<file path="config.mk">
export PLATFORM = sky130hd
export DESIGN_NAME = lvl_irq_aggr
export DESIGN_NICKNAME = d
export VERILOG_FILES = /design/src/rtl/extint_pkg.sv /design/src/rtl/extint_sync.sv /design/src/rtl/extint_flag.sv /design/src/rtl/extint_regs.sv /design/src/rtl/lvl_irq_aggr.sv
export SDC_FILE = /design/constraint.sdc
export NUM_CORES = 1
export LEC_CHECK = 0
export BUFFER_PORTS_ARGS = -buffer_cell sky130_fd_sc_hd__buf_2
export CORE_MARGIN = 3
export CORE_UTILIZATION = 30
export DETAILED_ROUTE_END_ITERATION = 7
export PLACE_DENSITY = 0.63
export SLEW_MARGIN = 5
export SYNTH_ARGS = -nofsm -noshare
export SYNTH_HDL_FRONTEND = slang
export SYNTH_HIERARCHICAL = 1
export SYNTH_SLANG_ARGS = --single-unit
</file>
<file path="constraint.sdc">
create_clock -name clk -period 1.25 [get_ports clk]
set_clock_uncertainty 0.1 [all_clocks]
set_input_delay 0 -clock clk [delete_from_list [all_inputs] [get_ports clk]]
set_output_delay 0 -clock clk [all_outputs]
set_load 0.02 [all_outputs]
</file>
<file path="src/rtl/extint_pkg.sv">
package extint_pkg;
  localparam int REG_ENABLE = 0;
  localparam int REG_FLAG   = 1;
  localparam int REG_PINS   = 2;
  localparam int REG_LEVEL  = 3;
  localparam int FLAG_BIT   = 0;
endpackage

</file>
<file path="src/rtl/extint_sync.sv">
module extint_sync #(
  parameter int WIDTH  = 8,
  parameter int STAGES = 2
) (
  input  logic             clk,
  input  logic             rst,
  input  logic [WIDTH-1:0] din,
  output logic [WIDTH-1:0] dout
);
  // Idle level of an active-low pin is high, so stages reset to 1.
  genvar b;
  generate
    for (b = 0; b < WIDTH; b++) begin : g_bit
      logic [STAGES-1:0] chain;
      always_ff @(posedge clk) begin
        if (rst) chain <= '1;
        else     chain <= {chain[STAGES-2:0], din[b]};
      end
      assign dout[b] = chain[STAGES-1];
    end
  endgenerate
endmodule

</file>
<file path="src/rtl/extint_flag.sv">
module extint_flag (
  input  logic clk,
  input  logic rst,
  input  logic set_cond,
  input  logic clr_req,
  output logic flag
);
  // Set has priority over a software clear in the same cycle.
  always_ff @(posedge clk) begin
    if (rst)           flag <= 1'b0;
    else if (set_cond) flag <= 1'b1;
    else if (clr_req)  flag <= 1'b0;
  end
endmodule

</file>
<file path="src/rtl/extint_regs.sv">
module extint_regs
  import extint_pkg::*;
#(
  parameter int NPINS  = 8,
  parameter int ADDR_W = 2,
  parameter int DATA_W = 8,
  parameter int LVL_W  = 2
) (
  input  logic              clk,
  input  logic              rst,
  input  logic [ADDR_W-1:0] addr,
  input  logic              we,
  input  logic [DATA_W-1:0] wdata,
  input  logic              flag,
  input  logic [NPINS-1:0]  pins_sync,
  output logic [NPINS-1:0]  enables,
  output logic [LVL_W-1:0]  level,
  output logic              clr_req,
  output logic [DATA_W-1:0] rdata
);
  logic wr_en, wr_lvl;
  logic [DATA_W-1:0] rd_next;

  assign wr_en   = we && (addr == ADDR_W'(REG_ENABLE));
  assign wr_lvl  = we && (addr == ADDR_W'(REG_LEVEL));
  assign clr_req = we && (addr == ADDR_W'(REG_FLAG)) && !wdata[FLAG_BIT];

  always_ff @(posedge clk) begin
    if (rst) begin
      enables <= '0;
      level   <= '0;
    end else begin
      if (wr_en)  enables <= wdata[NPINS-1:0];
      if (wr_lvl) level   <= wdata[LVL_W-1:0];
    end
  end

  always_comb begin
    rd_next = '0;
    case (addr)
      ADDR_W'(REG_ENABLE): rd_next[NPINS-1:0] = enables;
      ADDR_W'(REG_FLAG):   rd_next[FLAG_BIT]  = flag;
      ADDR_W'(REG_PINS):   rd_next[NPINS-1:0] = pins_sync;
      ADDR_W'(REG_LEVEL):  rd_next[LVL_W-1:0] = level;
      default:             rd_next = '0;
    endcase
  end

  always_ff @(posedge clk) begin
    if (rst) rdata <= '0;
    else     rdata <= rd_next;
  end
endmodule

</file>
<file path="src/rtl/lvl_irq_aggr.sv">
module lvl_irq_aggr #(
  parameter int NPINS  = 8,
  parameter int ADDR_W = 2,
  parameter int DATA_W = 8,
  parameter int LVL_W  = 2
) (
  input  logic              clk,
  input  logic              rst,
  input  logic [NPINS-1:0]  ext_pin_n,
  input  logic [ADDR_W-1:0] bus_addr,
  input  logic              bus_we,
  input  logic [DATA_W-1:0] bus_wdata,
  output logic [DATA_W-1:0] bus_rdata,
  output logic              irq_req,
  output logic [LVL_W-1:0]  irq_level,
  output logic              wake_req
);
  localparam int SYNC_STAGES = 2;

  logic [NPINS-1:0] pin_s;
  logic [NPINS-1:0] en_q;
  logic             set_cond;
  logic             clr_req;
  logic             flag_q;

  extint_sync #(.WIDTH(NPINS), .STAGES(SYNC_STAGES)) u_sync (
    .clk(clk), .rst(rst), .din(ext_pin_n), .dout(pin_s)
  );

  extint_regs #(.NPINS(NPINS), .ADDR_W(ADDR_W), .DATA_W(DATA_W), .LVL_W(LVL_W)) u_regs (
    .clk(clk), .rst(rst), .addr(bus_addr), .we(bus_we), .wdata(bus_wdata),
    .flag(flag_q), .pins_sync(pin_s), .enables(en_q), .level(irq_level),
    .clr_req(clr_req), .rdata(bus_rdata)
  );

  assign set_cond = |(~pin_s & en_q);

  extint_flag u_flag (
    .clk(clk), .rst(rst), .set_cond(set_cond), .clr_req(clr_req), .flag(flag_q)
  );

  assign irq_req  = flag_q;
  // Raw pins, no clock in the path: usable while the clock is stopped.
  assign wake_req = |(~ext_pin_n & en_q);
endmodule

</file>
# Word level (Yosys, flattened, before mapping)
# Index checks and enable logic that the tools add are counted.
# Widths: inputs -> output; s select.
[op_classes]
add_sub_neg = 0
mul = 0
div = 0
n_lt_le_gt_ge = 0
eq_ne = 3
shift = 0
muxes = 5
n_bitwise = 4
reduce_logical = 9
[ops]
columns = ["operator", "n"]
rows = [
  ["$and 8x8->8", 2],
  ["$not 8->8", 2],
  ["$reduce_or 8->1", 2],
  ["$pmux 6 s2", 1],
  ["$eq 2x2->1 const B", 2],
  ["$logic_and 1x1->1", 4],
  ["$pmux 1 s4", 1],
  ["$pmux 1 s3", 1],
  ["$eq 2x1->1 const B", 1],
  ["$logic_not 2->1", 1],
  ["$mux 1", 2],
  ["$reduce_bool 2->1", 1],
  ["$logic_not 1->1", 1],
]
[word_totals]
regBits = 35
latchBits = 0
mem_bits_rw = 0
romBits = 0
output_inout_bits = 12
word_cells = 33
n_memories = 0

# Longest topological paths before layout
# Gate-level depths: netlist (run 1).
[depth]
depth_word = 5
mapped_depth = 5

# Hierarchy
# The synthesis (run 1) kept the hierarchy.
[by_module_without_submodules]
columns = ["mod", "instances", "cells_per_inst", "area_per_inst_um2", "seq_area_each_um2"]
rows = [
  ["extint_regs", 1, 73, 764.5, 360.3],
  ["extint_sync", 1, 41, 491.7, 320.3],
  ["lvl_irq_aggr", 1, 18, 95.1, 0.0],
  ["extint_flag", 1, 4, 38.8, 20.0],
]

# Worst setup path after synthesis (run 1)
# No wires, ideal clock.
[synth_path]
path_type = "register to register"
startpoint = "register u_sync.g_bit[6].chain[1]"
endpoint = "register u_flag.flag"
t_arrival_ps = 1047
t_required_ps = 1036
setup_slack_ps = -11
stages_incl_launch_ff = 6
synth_period_minus_slack_ps = 1261
cell_sequence = "dfxtp_1 -> buf_4 -> o22ai_1 -> or4_1 -> inv_1 -> a21oi_2"
[synth_via]
elab_chain_cells = 4
elab_cells_between_ends = 5
cone_classes = "mux: 1; bitwise: 2; reduce/logical: 2"
[synth_lines]
columns = ["item", "line", "text"]
rows = [
  ["start, declared", "extint_sync.sv:14", "logic [STAGES-1:0] chain;"],
  ["start signal, assigned", "extint_sync.sv:17", "else chain <= {chain[STAGES-2:0], din[b]};"],
  ["$not 8->8 *", "lvl_irq_aggr.sv:36", "assign set_cond = |(~pin_s & en_q);"],
  ["$and 8x8->8 *", "lvl_irq_aggr.sv:36", ""],
  ["$reduce_or 8->1 *", "lvl_irq_aggr.sv:36", ""],
  ["net set_cond", "lvl_irq_aggr.sv:22", "logic set_cond;"],
  ["$mux 1 / $reduce_bool 2->1 (equally long branches)", "-", ""],
  ["end signal, assigned", "extint_flag.sv:10", "if (rst) flag <= 1'b0;"],
  ["end signal, assigned", "extint_flag.sv:11", "else if (set_cond) flag <= 1'b1;"],
  ["end signal, assigned", "extint_flag.sv:12", "else if (clr_req) flag <= 1'b0;"],
  ["end, declared", "extint_flag.sv:6", "output logic flag"],
]
# The timed path passes the listed nets; every way through them passes the cells marked *.
# A chain may end at the register's enable or synchronous reset.

# Final worst setup path (run 1)
[layout_path]
startpoint = "register u_regs.enables[4]"
endpoint = "output port wake_req"
[layout_via]
elab_chain_cells = 2
[layout_lines]
columns = ["item", "line", "text"]
rows = [
  ["start, declared", "extint_regs.sv:16", "output logic [NPINS-1:0] enables,"],
  ["start signal, assigned", "extint_regs.sv:33", "if (wr_en) enables <= wdata[NPINS-1:0];"],
  ["$and 8x8->8", "lvl_irq_aggr.sv:44", "assign wake_req = |(~ext_pin_n & en_q);"],
  ["$reduce_or 8->1", "lvl_irq_aggr.sv:44", ""],
  ["end, declared", "lvl_irq_aggr.sv:16", "output logic wake_req"],
]
# No other way between the ends.

==> results.md, run 1 <==
* CP required at 1.15 ns
* Post-Route M1 WL at 1.346 mm
* DR top layer: met4
* Failing checks: setup timing
* Area growth syn-to-layout at 40.32%
* CTS tree: built
* Post-synth top area cell: dfxtp_1
* EDFF count, synth at 0
* Vias in the first global route at 1066
* # H-tree levels at 2
* Final min period at 1.544 ns
* Die Height at 74.07 um
* DR vias at 1086
* DP HPWL at 2.186 mm
* Clk slew on worst S/H paths at 0.07 ns
* Slew HR at 82.95%
* Starting Density at 31.49%
* Wire length per cell at 12.31 um
* Seq cells post-synth at 35
* CP endpoint kind: output port
* Die Area at 0.005486 mm^2
* Synthesis Warnings at 6
* Share of cells above drive strength 1 at 37.76%
* Register area share after synthesis at 50.41%
* GPL Wtd Cong at 0.7618
* CP arrival at 1.44 ns
* WP buf/inv at 2
* Skew-Pair Late Insertion Delay at 0.29 ns
* Post-synth top flop: dfxtp_1
* Max Freq at 647.6 MHz
* Met2 wire len at 1.483 mm
* CORE AREA at 0.004414 mm^2
* CTS Buffer Depth at 2
* Largest stage delay on the critical path at 0.53 ns
* Final ANT Viol Nets at 0
* Largest net degree at the start of global routing at 18
* Num CTS Buffers at 5
* Slowest stage cell, crit path: or4_4
* Top cell type's share of synthesized area at 50.41%
* WL met3 at 172 um
* Post-synth ARST share at 0%
* First-pass GRT wire length at 4.843 mm
* Max-Cap Viols at 0
* Final period utilization at 123.5%
* Power density over the cells at 1162 mW/mm^2
* Syn Area/Cell at 10.22 um^2
* Site Rows at 24
* Most frequent cells after synthesis: 35 x dfxtp_1, 19 x nand2b_1, 17 x mux2i_1, 17 x or2_1, 10 x buf_4
* Worst hold path class: input pin to flip-flop
* Fin nets at 216
* Initial antenna violation count at 0
* Worst path top cell family by delay: simple AND/OR/NAND/NOR gates
* Most frequent cell after synthesis: dfxtp_1
* CTS sink cnt at 35
* Net Count, Synth at 157
* Remaining global-route overflow at 0
* Final Setup Violations at 2
* RSZ-0062 raised after global routing: true
* Crit-path cells: inv_2 > o22ai_1 > or4_4 > buf_6
* CP startpoint kind: flip-flop
* First-pass DRT Iterations at 4
* Crit path max fanout at 2
* Iteration-0 DRC Markers at 44
* Post-synth cell types at 21
* Post-route setup slack at -0.2942 ns
* Cells after Synth at 136
* Worst-margin pin slew at 0.2558 ns
* Status: finished, violations left
* Min Hold Slack at 0.02657 ns
* LEAKAGE at 0.0008389 uW
* Global-route usage over all layers at 11.97%
* Peak supply drop at 0.4909 mV
* Syn Std Cell Area at 0.001390 mm^2
* Port Buffers at 32
* ANT cells at 0
* Via-to-Cell Ratio at 4.379
* Synth top area cells: dfxtp_1 50%, mux2i_1 12%, nand2b_1 8.6%, or2_1 7.7%, buf_4 5.4%
* # IOs at 33
* Drt total wl at 3.053 mm
* Die X-Extent at 74.07 um
* Final hold violation count at 0
* Fin util at 44.19%
* Final slew viol count at 0
* Critical path type: flip-flop to output port
* Residual DRC at 0
* Clk root buf: clkbuf_8
cell usage in the layout, fill, tap and decap left out:
cell type,instances
dlygate4sd3_1,19
buf_6,4
dfxtp_1,31
nor3b_2,1
nand2b_1,19
and3_2,1
dfxtp_2,4
nand2_1,1
buf_2,30
or4_4,1
mux2i_1,17
nor2b_1,1
clkbuf_8,5
o22ai_2,2
nor2_1,6
o21ai_0,1
a21oi_2,1
o22ai_1,6
or2_1,17
clkinv_2,3
nor3_1,1
or4_1,1
buf_4,13
mux4_2,1
nand4b_1,1
inv_1,1
inv_2,8
report_power, final:
| part | total, uW | internal, uW | switching (uW) |
|---|---|---|---|
| combinational | 304 | 171 | 132 |
| sequential | 1180 | 1170 | 19.6 |
| clock | 778 | 381 | 397 |
| total | 2270 | 1720 | 549 |
path summary, 6_finish.rpt:
kind                                                from                       end  slack, ns  depth (start not counted)
worst max register to register         u_regs/enables[4]               u_flag/flag      -0.05                          5
worst max-delay path                   u_regs/enables[4]                  wake_req      -0.29                          4
worst min-delay path                              bus_we           u_regs/level[0]       0.03                          3
worst min register to register  u_sync/g_bit[6].chain[0]  u_sync/g_bit[6].chain[1]       0.30                          1
kinds of logic (layout without fill, tap and decap cells):
group                  after synthesis  in the layout  synth area share [%]
buffers and inverters               23             83                 9.451
DFF                                 35             35                 50.40
AOI/OAI and AO/OA                   10             10                 4.590
muxes                               18             18                 13.86
and+or+nand+nor                     50             50                 21.69
tightest hold or removal path: stages:
cell and delay, ns:
buf_2 0.09, and3_2 0.21, mux2i_1 0.07
metrics by stage:
stage          power [uW]  worst slack (ns)  instance area, um^2  setup TNS [ns]  cells
3_3_place_gp         1446          -0.02853                 1623        -0.05488    220
6_report             2266           -0.2942                 1951         -0.3487    248
4_1_cts              2289           -0.3352                 1927         -0.3908    248
2_1_floorplan        1356          -0.01063                 1390        -0.01063    136
5_1_grt              2376           -0.3372                 1951         -0.4297    248
3_5_place_dp         1448          -0.03625                 1623        -0.05660    220
final cells by class:
class                   count  area [um^2]
flip-flops and latches     35        705.7
multi-input cells          78        579.3
clock buffers               5        68.82
inverters                   9        33.78
repair buffers             66        483.0
clock inverters             3        15.01
well taps                  52        65.06
fillers                   439         2464
per-layer routing:
metal / vias up / GRT usage [%]
met5: - / 0
met2: 28 / 20.18
li1: 550 / -
met3: 7 / 3.784
met1: 501 / 13.60
met4: 0 / 6.036
sequential cells by signal, indices dropped and copies added (netlist names):
register	cells
u_regs/enables	8
u_sync/g_bit.chain	16
u_flag/flag	1
u_regs/rdata	8
u_regs/level	2
what timing repair did:
action | in CTS | in global routing
endpoints found under the setup margin | 2 | 11
buffers inserted | 1 | 0
gates resized for setup | 10 | 12
gates cloned | 0 | 0
endpoints found under the hold margin | 21 | 0
pin swaps | 3 | 2
hold buffers | 19 | 0
No activity file was read; power rests on OpenSTA's default activity.
==> run 2, diff against run 1 <==
RECOVER_POWER = 100   (was not set)
REMOVE_ABC_BUFFERS = 1   (was not set)
==> run 2 against run 1 <==
Compared with the run above: the run still ends with setup timing left; flip-flop and latch count stayed put; via count is 1.5% lower; final cell count is 1.2% lower; core utilization is 0.37 points lower; final area is 0.83% lower; fmax is 2.0% higher; die area stayed put; critical path type unchanged.
==> results.md, run 2 (same netlist as run 1, synthesis figures left out) <==
* Status: finished, violations left
* Failing checks: setup timing
* Worst-margin pin slew at 0.3001 ns (+0.04427 ns)
* Crit path max fanout at 2 (unchanged)
* # H-tree levels at 2 (unchanged)
* Pint at 1778 uW (+3.5%)
* Global-route usage over all layers at 11.29% (-0.68 points)
* Fin util at 43.82% (-0.37 points)
* Fin nets at 213 (-1.4%)
* RSZ-0062 raised after global routing: true
* Met1 GRT Util at 12.73% (-0.87 points)
* Max reg flops at 16 (unchanged)
* CP endpoint kind: output port
* Remaining global-route overflow at 0 (unchanged)
* Most frequent cells in the layout: 29 x dfxtp_1, 27 x buf_2, 19 x nand2b_1
* Clk root buf: clkbuf_8
* Vias in the first global route at 1071 (+0.47%)
* Max Freq at 660.7 MHz (+2.0%)
* Routing usage on met2 at 19.49% (-0.69 points)
* Share of cells above drive strength 1 at 36.27% (-1.5 points)
* Placed Area at 0.001608 mm^2 (-0.93%)
* Drt total wl at 2.871 mm (-6.0%)
* CORE AREA at 0.004414 mm^2 (unchanged)
* Final Setup Violations at 2 (unchanged)
* DR vias at 1070 (-1.5%)
* CTS tree: built
* LEAKAGE at 0.0008124 uW (-3.2%)
* Via-to-Cell Ratio at 4.367 (-0.27%)
* CP required at 1.15 ns (about the same)
* Seq pwr share at 50.7% (-1.6 points)
* CTS Buffer Depth at 2 (unchanged)
* Busiest grt layer: met2
* Die X-Extent at 74.07 um (unchanged)
* Post-route setup slack at -0.2636 ns (+0.03058 ns)
* Port Buffers at 32 (unchanged)
* Skew-Pair Late Insertion Delay at 0.29 ns (about the same)
* Residual DRC at 0 (unchanged)
* Largest net degree at the start of global routing at 19 (+1)
* Iteration-0 DRC Markers at 38 (-14%)
* # IOs at 33 (unchanged)
* Worst hold path class: input pin to flip-flop
* Regs by FF count: u_sync/g_bit.chain: 16 flops, u_regs/enables: 8 flops, u_regs/rdata: 8 flops
* Final ANT Viol Nets at 0 (unchanged)
* Slew HR at 80.00% (-3.0 points)
* First-pass GRT wire length at 4.671 mm (-3.6%)
* Switch share at 23.95% (-0.29 points)
* Num CTS Buffers at 5 (unchanged)
* Power density over the cells at 1208 mW/mm^2 (+4.0%)
* ANT cells at 0 (unchanged)
* Part of the power in the clock network at 36.8% (+2.5 points)
* Sum Neg Setup Slack at -0.3038 ns (+0.04491 ns)
* Commonest non-fill, non-tap cell in the layout: dfxtp_1
* CTS sink cnt at 35 (unchanged)
* Non-filler cells, final at 245 (-1.2%)
* Final min period at 1.514 ns (-0.03058 ns)
* Initial antenna violation count at 0 (unchanged)
* DP HPWL at 2.046 mm (-6.4%)
* Final instance area at 0.001934 mm^2 (-0.83%)
* CP startpoint kind: flip-flop
* CP arrival at 1.41 ns (-0.03 ns)
* Power share of the combinational group at 12.6% (-0.8 points)
* Die Area at 0.005486 mm^2 (unchanged)
* GPL Wtd Cong at 0.7575 (-0.56%)
* Final period utilization at 121.1% (-2.4 points)
* Final slew viol count at 0 (unchanged)
* Max-Cap Viols at 0 (unchanged)
* Site Rows at 24 (unchanged)
* Met3 usage at 3.243% (-0.54 points)
* Placed insts at 218 (-0.91%)
* First-pass DRT Iterations at 2 (-2)
* Largest Register: u_sync/g_bit.chain
* Area growth syn-to-layout at 39.15%
* Clk slew on worst S/H paths at 0.07 ns (about the same)
* Starting Density at 31.49% (unchanged)
* Critical path type: flip-flop to output port
* Final hold violation count at 0 (unchanged)
* Peak supply drop at 0.3854 mV (-22%)
* Psw at 559.8 uW (+1.9%)
* Wire length per cell at 11.72 um (-4.8%)
* Die Height at 74.07 um (unchanged)
[run 2: critical path, cell delays in order (launching register included)]
cell	delay (ns)
dfxtp_2	0.32
inv_2	0.06
o22ai_2	0.06
or4_4	0.53
buf_6	0.15
[run 2: routing by layer]
layer	share of wire (%)	vias up
met3	6.4	3
met2	47	28
met4	1.6	0
met5	0	-
li1	-	549
met1	45	490
[run 2: final timing paths]
check,start,endpoint,slack (ns),cells past startpoint
max,u_regs/enables[1],wake_req,-0.26,4
min,rst,u_sync/g_bit[4].chain[0],0.002,2
min reg2reg,u_sync/g_bit[2].chain[0],u_sync/g_bit[2].chain[1],0.30,1
max reg2reg,u_regs/enables[2],u_flag/flag,-0.04,5
[run 2: area by class of cell]
| type | instances | area (um^2) |
|---|---|---|
| Clock buffer | 6 | 82.58 |
| Tap cell | 52 | 65.06 |
| Inverter | 9 | 33.78 |
| Clock inverter | 2 | 16.27 |
| Sequential cell | 35 | 708.2 |
| Multi-Input combinational cell | 78 | 585.6 |
| Fill cell | 425 | 2480 |
| Timing Repair Buffer | 63 | 442.9 |
[run 2: through the flow]
step                      hold slack (ns)  setup slack (ns)  total power, uW
after detailed placement           0.1060          -0.02168             1445
after floorplan                  -0.03756          -0.09261             1324
final                            0.002346           -0.2636             2338
after global placement             0.1064         -0.003669             1443
after global routing              0.03238           -0.3036             2439
after CTS                         0.01917           -0.2771             2361
[run 2: power groups by stage]
stage / clock network [uW] / registers, uW / logic (uW)
4_1_cts: 883 / 1180 / 294
2_1_floorplan: 0 / 1230 / 98.3
3_5_place_dp: 0 / 1210 / 237
5_1_grt: 927 / 1190 / 322
3_3_place_gp: 0 / 1210 / 235
6_report: 859 / 1180 / 294
[run 2: timing repair]
action,in CTS,in global routing
hold endpoints to repair,20,0
gates resized for setup,10,10
buffers inserted,1,0
pin swaps,2,3
hold buffers,18,0
endpoints found under the setup margin,2,10
